[src/rtl/vsm_pkg.sv]
package vsm_pkg;
  // three output channels, fixed by the port list
  localparam int NCH    = 3;
  localparam int CFG_AW = 2;

  // configuration targets
  typedef enum logic [CFG_AW-1:0] {
    CFG_OFF0 = 2'd0,
    CFG_OFF1 = 2'd1,
    CFG_OFF2 = 2'd2,
    CFG_MODE = 2'd3
  } cfg_sel_e;

  // mode bit: signed arithmetic on the colour-difference lanes
  localparam int MODE_SGN = 4;

  // mode bit that lets channel ch carry the sync byte (ch0 -> 3, ch1 -> 2, ch2 -> 1)
  function automatic int sync_en_bit(input int ch);
    return 3 - ch;
  endfunction
endpackage

[src/rtl/vsm_cfg_regs.sv]
module vsm_cfg_regs
  import vsm_pkg::*;
#(
  parameter int W = 8
) (
  input  logic                   clk,
  input  logic                   rst_n,
  input  logic                   we,
  input  logic [CFG_AW-1:0]      addr,
  input  logic [W-1:0]           wdata,
  output logic [NCH-1:0][W-1:0]  off_q,
  output logic [W-1:0]           mode_q
);
  // one offset register per channel
  for (genvar ch = 0; ch < NCH; ch++) begin : g_off
    logic hit;
    assign hit = we && (addr == CFG_AW'(ch));
    always_ff @(posedge clk or negedge rst_n) begin
      if (!rst_n)   off_q[ch] <= '0;
      else if (hit) off_q[ch] <= wdata;
    end
  end

  logic mode_hit;
  assign mode_hit = we && (addr == CFG_MODE);

  always_ff @(posedge clk or negedge rst_n) begin
    if (!rst_n)        mode_q <= '0;
    else if (mode_hit) mode_q <= wdata;
  end
endmodule

[src/rtl/vsm_lane.sv]
module vsm_lane #(
  parameter int W     = 8,
  parameter bit SX_OK = 1'b0   // lane accepts signed operands
) (
  input  logic         clk,
  input  logic         rst_n,
  input  logic         vld,
  input  logic [W-1:0] comp,
  input  logic [W-1:0] sync,
  input  logic [W-1:0] off,
  input  logic         en,
  input  logic         sx,
  output logic [W-1:0] code
);
  localparam int XW = W + 2;

  // widen an operand, sign-extending it when asked
  function automatic logic [XW-1:0] widen(input logic [W-1:0] v, input logic s);
    return s ? {{(XW-W){v[W-1]}}, v} : {{(XW-W){1'b0}}, v};
  endfunction

  logic         sx_eff;
  logic [W-1:0] comp_g;
  logic [W-1:0] sync_g;
  logic [W-1:0] total;

  assign sx_eff = SX_OK && sx;
  assign comp_g = vld ? comp : '0;
  assign sync_g = sync & {W{en}};
  // the wide sum is cut to W bits, which gives wrap-around with no clamping
  assign total  = W'(widen(off, sx_eff) + widen(comp_g, sx_eff) + widen(sync_g, 1'b0));

  always_ff @(posedge clk or negedge rst_n) begin
    if (!rst_n) code <= '0;
    else        code <= total;
  end
endmodule

[src/rtl/vid_sync_mixer.sv]
module vid_sync_mixer
  import vsm_pkg::*;
#(
  parameter int W = 8
) (
  input  logic              clk,
  input  logic              rst_n,
  input  logic              pix_vld,
  input  logic [W-1:0]      comp0,
  input  logic [W-1:0]      comp1,
  input  logic [W-1:0]      comp2,
  input  logic [W-1:0]      sync_byte,
  input  logic              cfg_we,
  input  logic [CFG_AW-1:0] cfg_addr,
  input  logic [W-1:0]      cfg_wdata,
  output logic [W-1:0]      dac0,
  output logic [W-1:0]      dac1,
  output logic [W-1:0]      dac2,
  output logic              dac_vld
);
  logic [NCH-1:0][W-1:0] off_q;
  logic [W-1:0]          mode_q;
  logic [NCH-1:0][W-1:0] comp_bus;
  logic [NCH-1:0][W-1:0] lane_code;

  assign comp_bus = {comp2, comp1, comp0};

  vsm_cfg_regs #(.W(W)) u_cfg (
    .clk   (clk),
    .rst_n (rst_n),
    .we    (cfg_we),
    .addr  (cfg_addr),
    .wdata (cfg_wdata),
    .off_q (off_q),
    .mode_q(mode_q)
  );

  // channel 0 is luma or red and stays unsigned; channels 1 and 2 may be signed
  for (genvar ch = 0; ch < NCH; ch++) begin : g_lane
    vsm_lane #(.W(W), .SX_OK(ch != 0)) u_lane (
      .clk  (clk),
      .rst_n(rst_n),
      .vld  (pix_vld),
      .comp (comp_bus[ch]),
      .sync (sync_byte),
      .off  (off_q[ch]),
      .en   (mode_q[sync_en_bit(ch)]),
      .sx   (mode_q[MODE_SGN]),
      .code (lane_code[ch])
    );
  end

  always_ff @(posedge clk or negedge rst_n) begin
    if (!rst_n) dac_vld <= 1'b0;
    else        dac_vld <= pix_vld;
  end

  assign dac0 = lane_code[0];
  assign dac1 = lane_code[1];
  assign dac2 = lane_code[2];
endmodule

[config.mk]
export PLATFORM = sky130hd
export DESIGN_NAME = vid_sync_mixer
export DESIGN_NICKNAME = d
export VERILOG_FILES = /design/src/rtl/vsm_pkg.sv /design/src/rtl/vsm_cfg_regs.sv /design/src/rtl/vsm_lane.sv /design/src/rtl/vid_sync_mixer.sv
export SDC_FILE = /design/constraint.sdc
export NUM_CORES = 1
export LEC_CHECK = 0
export ABC_AREA = 1
export BUFFER_PORTS_ARGS = -buffer_cell sky130_fd_sc_hd__buf_2
export CAP_MARGIN = 20
export CORE_MARGIN = 3
export CORE_UTILIZATION = 30
export DETAILED_ROUTE_END_ITERATION = 12
export GPL_TIMING_DRIVEN = 0
export SETUP_SLACK_MARGIN = 0.1
export SLEW_MARGIN = 20
export SYNTH_ARGS = -nofsm -noshare
export SYNTH_HDL_FRONTEND = slang
export SYNTH_HIERARCHICAL = 1
export SYNTH_SLANG_ARGS = --single-unit
export TNS_END_PERCENT = 100
[constraint.sdc]
create_clock -name clk -period 4.3 [get_ports clk]
set_input_delay 0.645 -clock clk [delete_from_list [all_inputs] [get_ports clk]]
set_output_delay 0.645 -clock clk [all_outputs]
set_load 0.02 [all_outputs]
==> results of run 1 <==
==> critical path: cells and delay by family <==
kind                       cells  cell delay, ns
adders and majority gates      3            1.11
buffers and inverters          4            0.44
and+or+nand+nor                5            0.48
==> flip-flops by register name, summed over array words and instances, names as in the netlist <==
signal and flops:
g_lane.u_lane/code 24, u_cfg/off_q 24, u_cfg/mode_q 3, dac_vld 1
==> per-stage QoR <==
step / area (sq um) / power, mW / hold WS [ns]
4_1_cts: 4490 / 2.03 / 0.422
2_1_floorplan: 3750 / 1.29 / 0.349
5_1_grt: 4490 / 2.17 / 0.453
6_report: 4490 / 2.00 / 0.389
3_3_place_gp: 4300 / 1.52 / 0.466
3_5_place_dp: 4310 / 1.53 / 0.468
==> final cells by class <==
cell class	instances	area share
Multi-Input combinational cell	293	0.431
Sequential cell	52	0.290
Inverter	89	0.0805
Timing Repair Buffer	69	0.0775
Tap cell	168	0.0468
Clock buffer	7	0.0340
Buffer	14	0.0334
Clock inverter	1	0.00669
==> how the worst min path moves through the flow <==
stage | to | start | cells past startpoint | slack [ns]
after global placement | u_cfg/off_q[9]$_DFFE_PN0P_ | u_cfg/off_q[9]$_DFFE_PN0P_ | 2 | 0.47
final | dac_vld$_DFF_PN0_ | rst_n | 1 | 0.39
after CTS | g_lane[1].u_lane/code[6]$_DFF_PN0_ | rst_n | 1 | 0.42
after global routing | g_lane[0].u_lane/code[7]$_DFF_PN0_ | rst_n | 1 | 0.45
after detailed placement | u_cfg/off_q[1]$_DFFE_PN0P_ | u_cfg/off_q[1]$_DFFE_PN0P_ | 2 | 0.47
after floorplan | dac_vld$_DFF_PN0_ | rst_n | 0 | 0.35
==> per-layer routing <==
layer	part of all wire	vias to the layer above	global-route usage	wire length (um)
li1	-	1517	-	-
met1	0.46	1415	0.171	3900
met2	0.47	70	0.207	3970
met3	0.057	11	0.0308	485
met4	0.018	2	0.0388	155
met5	0.0015	-	0	13
==> power by group through the flow <==
| stage | combinational [mW] | sequential [mW] | clock (mW) |
|---|---|---|---|
| after floorplan | 0.456 | 0.833 | 0 |
| after global placement | 0.824 | 0.693 | 0 |
| after detailed placement | 0.837 | 0.697 | 0 |
| after CTS | 0.843 | 0.688 | 0.504 |
| after global routing | 0.944 | 0.702 | 0.522 |
| final | 0.830 | 0.685 | 0.489 |
==> impl_metrics.ini, run 1 <==
[outcome]
run_status = complete, no violations

[global_routing]
grt_usage = 0.128
grt_pass1_wl_um = 14500
grt_overflow = 0
grt_pass1_vias = 3033
grt_max_degree = 53
antenna_found_initial = 1

[floorplanning]
ios = 71
die_h_um = 118
dieArea_sq_um = 13900
coreArea_sq_um = 12100
initial_core_util = 0.310
row_count = 40
dieWidth_um = 118

[clocking]
clk_path_buf_depth = 2
clk_pin_slew_worst_paths_ns = 0.07
cts_tree = done
h-tree-depth = 2
postCtsHoldBufs = 0
cts_resized = 0
cts_buffers = 5
cts_num_sinks = 52
cts_root_buffer = clkbuf_16
cts_setup_buffers = 0
clk_latency_ns = 0.29

[final_layout]
syn2layout_area_growth_pct = 19.8
n_antenna_cell = 0
nFillCells = 1301
finalCoreUtilization = 0.371
regArea_sq_um = 1300
drive_above_1_share = 0.221
layoutNonFillerInstCount = 693
multi_input_area_sq_um = 1940
mostFrequentLayoutCell = nand2_1
nets = 612
final_cell_mix = nand2_1, inv_1, buf_2

[power]
p_comb_frac = 0.414
power.leakage_nw = 2.70
clkPwrFrac = 0.244
pwr-share-seq = 0.342
p_int_mw = 1.25
power.density_nw_per_um2 = 446
netSwitchingFraction = 0.376
power_switching_mw = 0.754
peakVddDrop_mv = 0.200

[critical_path]
timing.critical_path.slowest_stage_cell = fa_1
path_max_fanout = 9
cp-start-kind = primary input
critPathCaptureType = flop
critPathRequiredTime_ns = 4.49
max_stage_delay_ns = 0.47
reg2reg_to = g_lane[0].u_lane/code[7]$_DFF_PN0_
crit_end = g_lane[0].u_lane/code[7]$_DFF_PN0_
worstSetupPathType = primary input to flop
r2r_cells = 11
path_cells = buf_2 -> buf_6 -> nand2_1 -> fa_1 -> inv_1 -> ha_1 -> inv_1 -> fa_1 -> nor3_2 -> nor2_1 -> nand3_1 -> nand2_1
startpoint = pix_vld
crit_arrival_ns = 2.68
regToRegStartpoint = u_cfg/mode_q[3]$_DFFE_PN0P_
regToRegSetupSlack_ns = 1.99

[job]
cap_violations = 0

[yosys]
syn_inst = 448
syn-num-nets = 536
synth.avg_cell_area_sq_um = 8.37
syn_area_sq_um = 3750
yosysWarnings = 6

[detailed_routing]
drtIter0Drc = 194
firstDrtPassIters = 4
drt.antenna.violating_nets = 0
viasPerCell = 4.35
wire_per_inst_um = 12.3
wirelength_um = 8520
drc = 0
via_count = 3015

[timing]
final.period_utilization = 0.579
setup_viol = 0
layout_setup_ws_ns = 1.81
final.setup.tns_ns = 0
final_hold_viol_count = 0
max_slew_margin = 0.548
fmax_mhz = 402
skew_ns = 0.00337
finalCriticalPeriod_ns = 2.49
maxSlewViolCount = 0
worst_slew_pin_slew_ns = 0.678
rsz0062_at_grt = no

[placed_design]
place_inst = 685
dp_slack_ns = 1.45
dpl.hpwl_um = 6860
port_buffers = 69
gp_congestion = 0.831

[worst_hold_path]
worstHoldPathType = primary input to async pin
Note: power is estimated with default switching activity, not from simulation.
==> run 2, diff against run 1 <==
--- a/config.mk
+++ b/config.mk
@@ -5,7 +5,7 @@
 export SDC_FILE = /design/constraint.sdc
 export NUM_CORES = 1
 export LEC_CHECK = 0
-export ABC_AREA = 1
+export ABC_AREA = 0
 export BUFFER_PORTS_ARGS = -buffer_cell sky130_fd_sc_hd__buf_2
 export CAP_MARGIN = 20
 export CORE_MARGIN = 3
==> constraint.sdc (replaced) <==
create_clock -name clk -period 2.52 [get_ports clk]
set_input_delay 0.378 -clock clk [delete_from_list [all_inputs] [get_ports clk]]
set_output_delay 0.378 -clock clk [all_outputs]
set_load 0.02 [all_outputs]
==> run 2 against run 1 <==
Compared with the run above:
- hold slack worse by 0.27 ns
- global-route usage shrank 0.78 points
- register-to-register slack got worse by 1.8 ns
- synthesized cell count shrank 40%
- critical path depth decreased by 4
- critical path type is now flop to flop
- largest cell class unchanged
==> impl_metrics.ini, run 2 <==
[floorplanning]
initial_core_util = 0.317
ios = 71
dieArea_sq_um = 11900
coreArea_sq_um = 10000
row_count = 36
dieWidth_um = 109
die_h_um = 109

[power]
peakVddDrop_mv = 0.549
netSwitchingFraction = 0.371
pwr-share-seq = 0.355
p_int_mw = 2.18
clkPwrFrac = 0.166
p_comb_frac = 0.479
power.leakage_nw = 1.87
power_switching_mw = 1.28
power.density_nw_per_um2 = 879

[yosys]
syn-num-nets = 357
syn_inst = 269
synth.avg_cell_area_sq_um = 11.8
yosysWarnings = 6
syn_area_sq_um = 3180

[final_layout]
mostFrequentLayoutCell = buf_2
nets = 441
final_cell_mix = buf_2, dfrtp_1, inv_1
syn2layout_area_growth_pct = 23.6
layoutNonFillerInstCount = 487
fin_area_sq_um = 3940
n_antenna_cell = 0
drive_above_1_share = 0.379
reg_top3 = g_lane.u_lane/code x24, u_cfg/off_q x24, u_cfg/mode_q x3
nFillCells = 1016

[critical_path]
r2r_cells = 8
path_max_fanout = 5
critPathCaptureType = flop
critPathRequiredTime_ns = 2.74
crit_arrival_ns = 2.54
regToRegStartpoint = u_cfg/mode_q[1]$_DFFE_PN0P_
worstSetupPathType = flop to flop
regToRegSetupSlack_ns = 0.20
cp-start-kind = flop
reg2reg_to = g_lane[2].u_lane/code[5]$_DFF_PN0_

[global_routing]
grt_usage = 0.121
grt_overflow = 0
grt_max_degree = 53
grt_pass1_wl_um = 10900
grt_pass1_vias = 2204
antenna_found_initial = 1

[timing]
rsz0062_at_grt = yes
layout_setup_ws_ns = 0.204
final.period_utilization = 0.919
maxSlewViolCount = 0
setup_viol = 0
final_hold_viol_count = 0
finalCriticalPeriod_ns = 2.32
worst_slew_pin_slew_ns = 0.706
max_slew_margin = 0.529
fmax_mhz = 432
skew_ns = 0.00534

[detailed_routing]
drc = 0
drtIter0Drc = 84
viasPerCell = 4.40
wire_per_inst_um = 14.0
via_count = 2142
wirelength_um = 6820
firstDrtPassIters = 4
drt.antenna.violating_nets = 0

[placed_design]
place_inst = 472
dpl.hpwl_um = 5270
dp_slack_ns = -0.340
placed_cell_area_sq_um = 3700
gp_congestion = 0.826
port_buffers = 70

[outcome]
run_status = complete, no violations

[clocking]
cts_num_sinks = 52
cts_root_buffer = clkbuf_8
h-tree-depth = 2
cts_tree = done
clk_pin_slew_worst_paths_ns = 0.10
clk_latency_ns = 0.30
cts_buffers = 5
postCtsHoldBufs = 0
clk_path_buf_depth = 2

[worst_hold_path]
worstHoldPathType = primary input to async pin

[job]
cap_violations = 0
## run 2: worst max-delay path by stage
stage / start / endpoint / slack [ns]
global route: u_cfg/mode_q[1]$_DFFE_PN0P_ / g_lane[2].u_lane/code[7]$_DFF_PN0_ / 0.07
finish: u_cfg/mode_q[1]$_DFFE_PN0P_ / g_lane[2].u_lane/code[5]$_DFF_PN0_ / 0.20
floorplan: u_cfg/mode_q[1]$_DFFE_PN0P_ / g_lane[2].u_lane/code[7]$_DFF_PN0_ / 0.35
CTS: u_cfg/mode_q[1]$_DFFE_PN0P_ / g_lane[2].u_lane/code[7]$_DFF_PN0_ / 0.09
detailed placement: pix_vld / g_lane[2].u_lane/code[7]$_DFF_PN0_ / -0.34
global placement: pix_vld / g_lane[2].u_lane/code[7]$_DFF_PN0_ / -0.29
## run 2: layout make-up
type,count,area [sq um],area share
Multi-Input combinational cell,187,1830,0.464
Sequential cell,52,1310,0.332
Timing Repair Buffer,77,419,0.106
Tap cell,133,166,0.0423
Inverter,30,113,0.0286
Clock buffer,6,72.6,0.0184
Clock inverter,2,35.0,0.00890
## run 2: timing repair
action                     CTS  global route
setup endpoints to repair    3             3
resized for setup            4            13
pin swaps                    0            10
setup buffers                1             6
## run 2: critical path, stage by stage, from the launching register on
cell	delay (ns)
dfrtp_2	0.46
buf_6	0.13
and2_4	0.13
fa_1	0.55
ha_4	0.22
nor2b_2	0.15
o31a_1	0.33
buf_4	0.14
a21oi_1	0.13
## run 2: metal layers
layer | vias to the layer above | share of wire | track usage
li1 | 1035 | - | -
met1 | 1046 | 0.47 | 0.174
met2 | 55 | 0.46 | 0.186
met3 | 4 | 0.064 | 0.0278
met4 | 2 | 0.0038 | 0.0243
met5 | - | 0.0010 | 0
## run 2: through the flow
stage / TNS, ns / power [mW] / hold WS, ns / util
finish: 0 / 3.46 / 0.115 / 0.392
global route: 0 / 3.75 / 0.158 / 0.392
CTS: 0 / 3.41 / 0.135 / 0.381
detailed placement: -1.43 / 2.81 / 0.471 / 0.369
global placement: -1.27 / 2.78 / 0.490 / 0.368
floorplan: 0 / 2.36 / 0.0824 / -
## run 2: power by group through the flow
stage / logic [mW] / clock network [mW] / registers, mW
2_1_floorplan: 0.871 / 0 / 1.49
3_3_place_gp: 1.53 / 0 / 1.26
3_5_place_dp: 1.55 / 0 / 1.26
4_1_cts: 1.58 / 0.597 / 1.24
5_1_grt: 1.86 / 0.631 / 1.26
6_report: 1.66 / 0.574 / 1.23
==> run 3, diff against run 2 <==
--- a/config.mk
+++ b/config.mk
@@ -8,10 +8,13 @@
 export ABC_AREA = 0
 export BUFFER_PORTS_ARGS = -buffer_cell sky130_fd_sc_hd__buf_2
 export CAP_MARGIN = 20
+export CELL_PAD_IN_SITES_DETAIL_PLACEMENT = 2
+export CELL_PAD_IN_SITES_GLOBAL_PLACEMENT = 2
 export CORE_MARGIN = 3
 export CORE_UTILIZATION = 30
 export DETAILED_ROUTE_END_ITERATION = 12
 export GPL_TIMING_DRIVEN = 0
+export PLACE_DENSITY_LB_ADDON = 0.1
 export SETUP_SLACK_MARGIN = 0.1
 export SLEW_MARGIN = 20
 export SYNTH_ARGS = -nofsm -noshare
==> run 3 against run 2 <==
Compared with the run above:
- non-clock buffer count shrank 1
- power grew 2.3%
- maximum frequency shrank 0.49%
- sequential share of layout area shrank 0.13 points
- clock power grew 11%
- cell area grew 0.38%
- register-to-register slack is essentially flat
- critical path type unchanged
- flip-flop and latch count is the same
- utilization grew 0.15 points
- global-route usage grew 1.7 points
- critical path depth is the same
- sequential power is essentially flat
- largest cell class unchanged
==> impl_metrics.ini, run 3 (synthesized netlist as in run 2, its figures left out) <==
[timing]
setup_viol = 0
finalCriticalPeriod_ns = 2.33
skew_ns = 0.00508
final.setup.tns_ns = 0
final.period_utilization = 0.924
fmax_mhz = 430
worst_slew_pin_slew_ns = 0.711
final_hold_viol_count = 0
max_slew_margin = 0.526
maxSlewViolCount = 0
rsz0062_at_grt = yes

[power]
power.leakage_nw = 1.89
finalPower_mw = 3.54
peakVddDrop_mv = 0.323
power.density_nw_per_um2 = 895

[global_routing]
grt_pass1_vias = 2432
grt_usage = 0.138
grt_max_degree = 53
grt_overflow = 0
grt_pass1_wl_um = 12400
antenna_found_initial = 0

[placed_design]
dpl.hpwl_um = 5900
gp_congestion = 0.770
port_buffers = 70
place_inst = 472

[floorplanning]
row_count = 36
dieWidth_um = 109
die_h_um = 109
coreArea_sq_um = 10000
initial_core_util = 0.317
ios = 71
dieArea_sq_um = 11900

[final_layout]
syn2layout_area_growth_pct = 24.1
n_antenna_cell = 0
layoutNonFillerInstCount = 486
mostFrequentLayoutCell = buf_2
drive_above_1_share = 0.382
finalCoreUtilization = 0.393
nets = 440
final_cell_mix = buf_2, dfrtp_1, and2_1, inv_1, mux2_2
reg_top3 = g_lane.u_lane/code x24, u_cfg/off_q x24, u_cfg/mode_q x3

[clocking]
cts_buffers = 5
cts_num_sinks = 52
cts_tree = done
clk_path_buf_depth = 2
cts_root_buffer = clkbuf_8
h-tree-depth = 2
clk_latency_ns = 0.31
clk_pin_slew_worst_paths_ns = 0.10

[detailed_routing]
drc = 0
firstDrtPassIters = 2
viasPerCell = 4.53
drt.antenna.violating_nets = 0
wire_per_inst_um = 15.5
via_count = 2203
wirelength_um = 7530
drtIter0Drc = 30

[worst_hold_path]
worstHoldPathType = primary input to async pin

[outcome]
run_status = complete, no violations

[critical_path]
critPathRequiredTime_ns = 2.71
path_max_fanout = 6
cp-start-kind = flop
worstSetupPathType = flop to flop
critPathCaptureType = flop
crit_arrival_ns = 2.52

[job]
cap_violations = 0
[run 3: cell types whose count changed in the layout (fill, tap and decap cells not counted), sizes merged]
cell / change
buf: -1
clkinv: -1
clkbuf: +1
[run 3: through the flow]
step	area, sq um	hold WS [ns]	setup slack [ns]
2_1_floorplan	3180	0.0824	0.347
3_3_place_gp	3700	0.493	-0.390
3_5_place_dp	3700	0.486	-0.470
4_1_cts	3860	0.133	0.0874
5_1_grt	3950	0.155	0.0774
6_report	3950	0.112	0.192
[run 3: cell type report]
cell class / count / area, sq um
Fill cell: 1083 / 6090
Clock buffer: 7 / 96.3
Clock inverter: 1 / 30.0
Multi-Input combinational cell: 187 / 1830
Inverter: 30 / 113
Timing Repair Buffer: 76 / 408
Tap cell: 133 / 166
Sequential cell: 52 / 1310
[run 3: power breakdown]
group	total, mW	switching [mW]	internal, mW
combinational	1.67	0.904	0.768
sequential	1.23	0.113	1.11
clock	0.639	0.288	0.351
total	3.54	1.31	2.23
[run 3: worst max-delay path, stage by stage (launching register included)]
cell	delay, ns
dfrtp_2	0.45
and2_1	0.16
fa_1	0.51
inv_1	0.07
fa_2	0.43
nor2b_4	0.14
o31a_1	0.19
o22ai_2	0.11
xnor2_2	0.14
[run 3: metal layers]
layer	GRT usage	vias to the layer above	routed length, um
li1	-	1032	-
met1	0.179	1118	3270
met2	0.230	48	3710
met3	0.0320	5	476
met4	0.0379	0	66
met5	0	-	0
[run 3: what timing repair did]
item / CTS / global route
resized for setup: 6 / 13
hold buffers: 0 / 0
hold endpoints to repair: 0 / 0
setup endpoints to repair: 5 / 3
pin swaps: 0 / 8
cloned: 0 / 0
setup buffers: 3 / 3
[run 3: worst paths after layout]
check / endpoint / from / cells past startpoint / slack (ns)
max in group asynchronous: u_cfg/mode_q[3]$_DFFE_PN0P_ / rst_n / 1 / 1.90
setup / recovery: g_lane[2].u_lane/code[7]$_DFF_PN0_ / u_cfg/mode_q[1]$_DFFE_PN0P_ / 8 / 0.19
hold reg to reg: u_cfg/off_q[0]$_DFFE_PN0P_ / u_cfg/off_q[0]$_DFFE_PN0P_ / 1 / 0.52
hold / removal: g_lane[1].u_lane/code[2]$_DFF_PN0_ / rst_n / 1 / 0.11
min in group clk: dac_vld$_DFF_PN0_ / pix_vld / 1 / 0.30
setup reg to reg: g_lane[2].u_lane/code[7]$_DFF_PN0_ / u_cfg/mode_q[1]$_DFFE_PN0P_ / 8 / 0.19
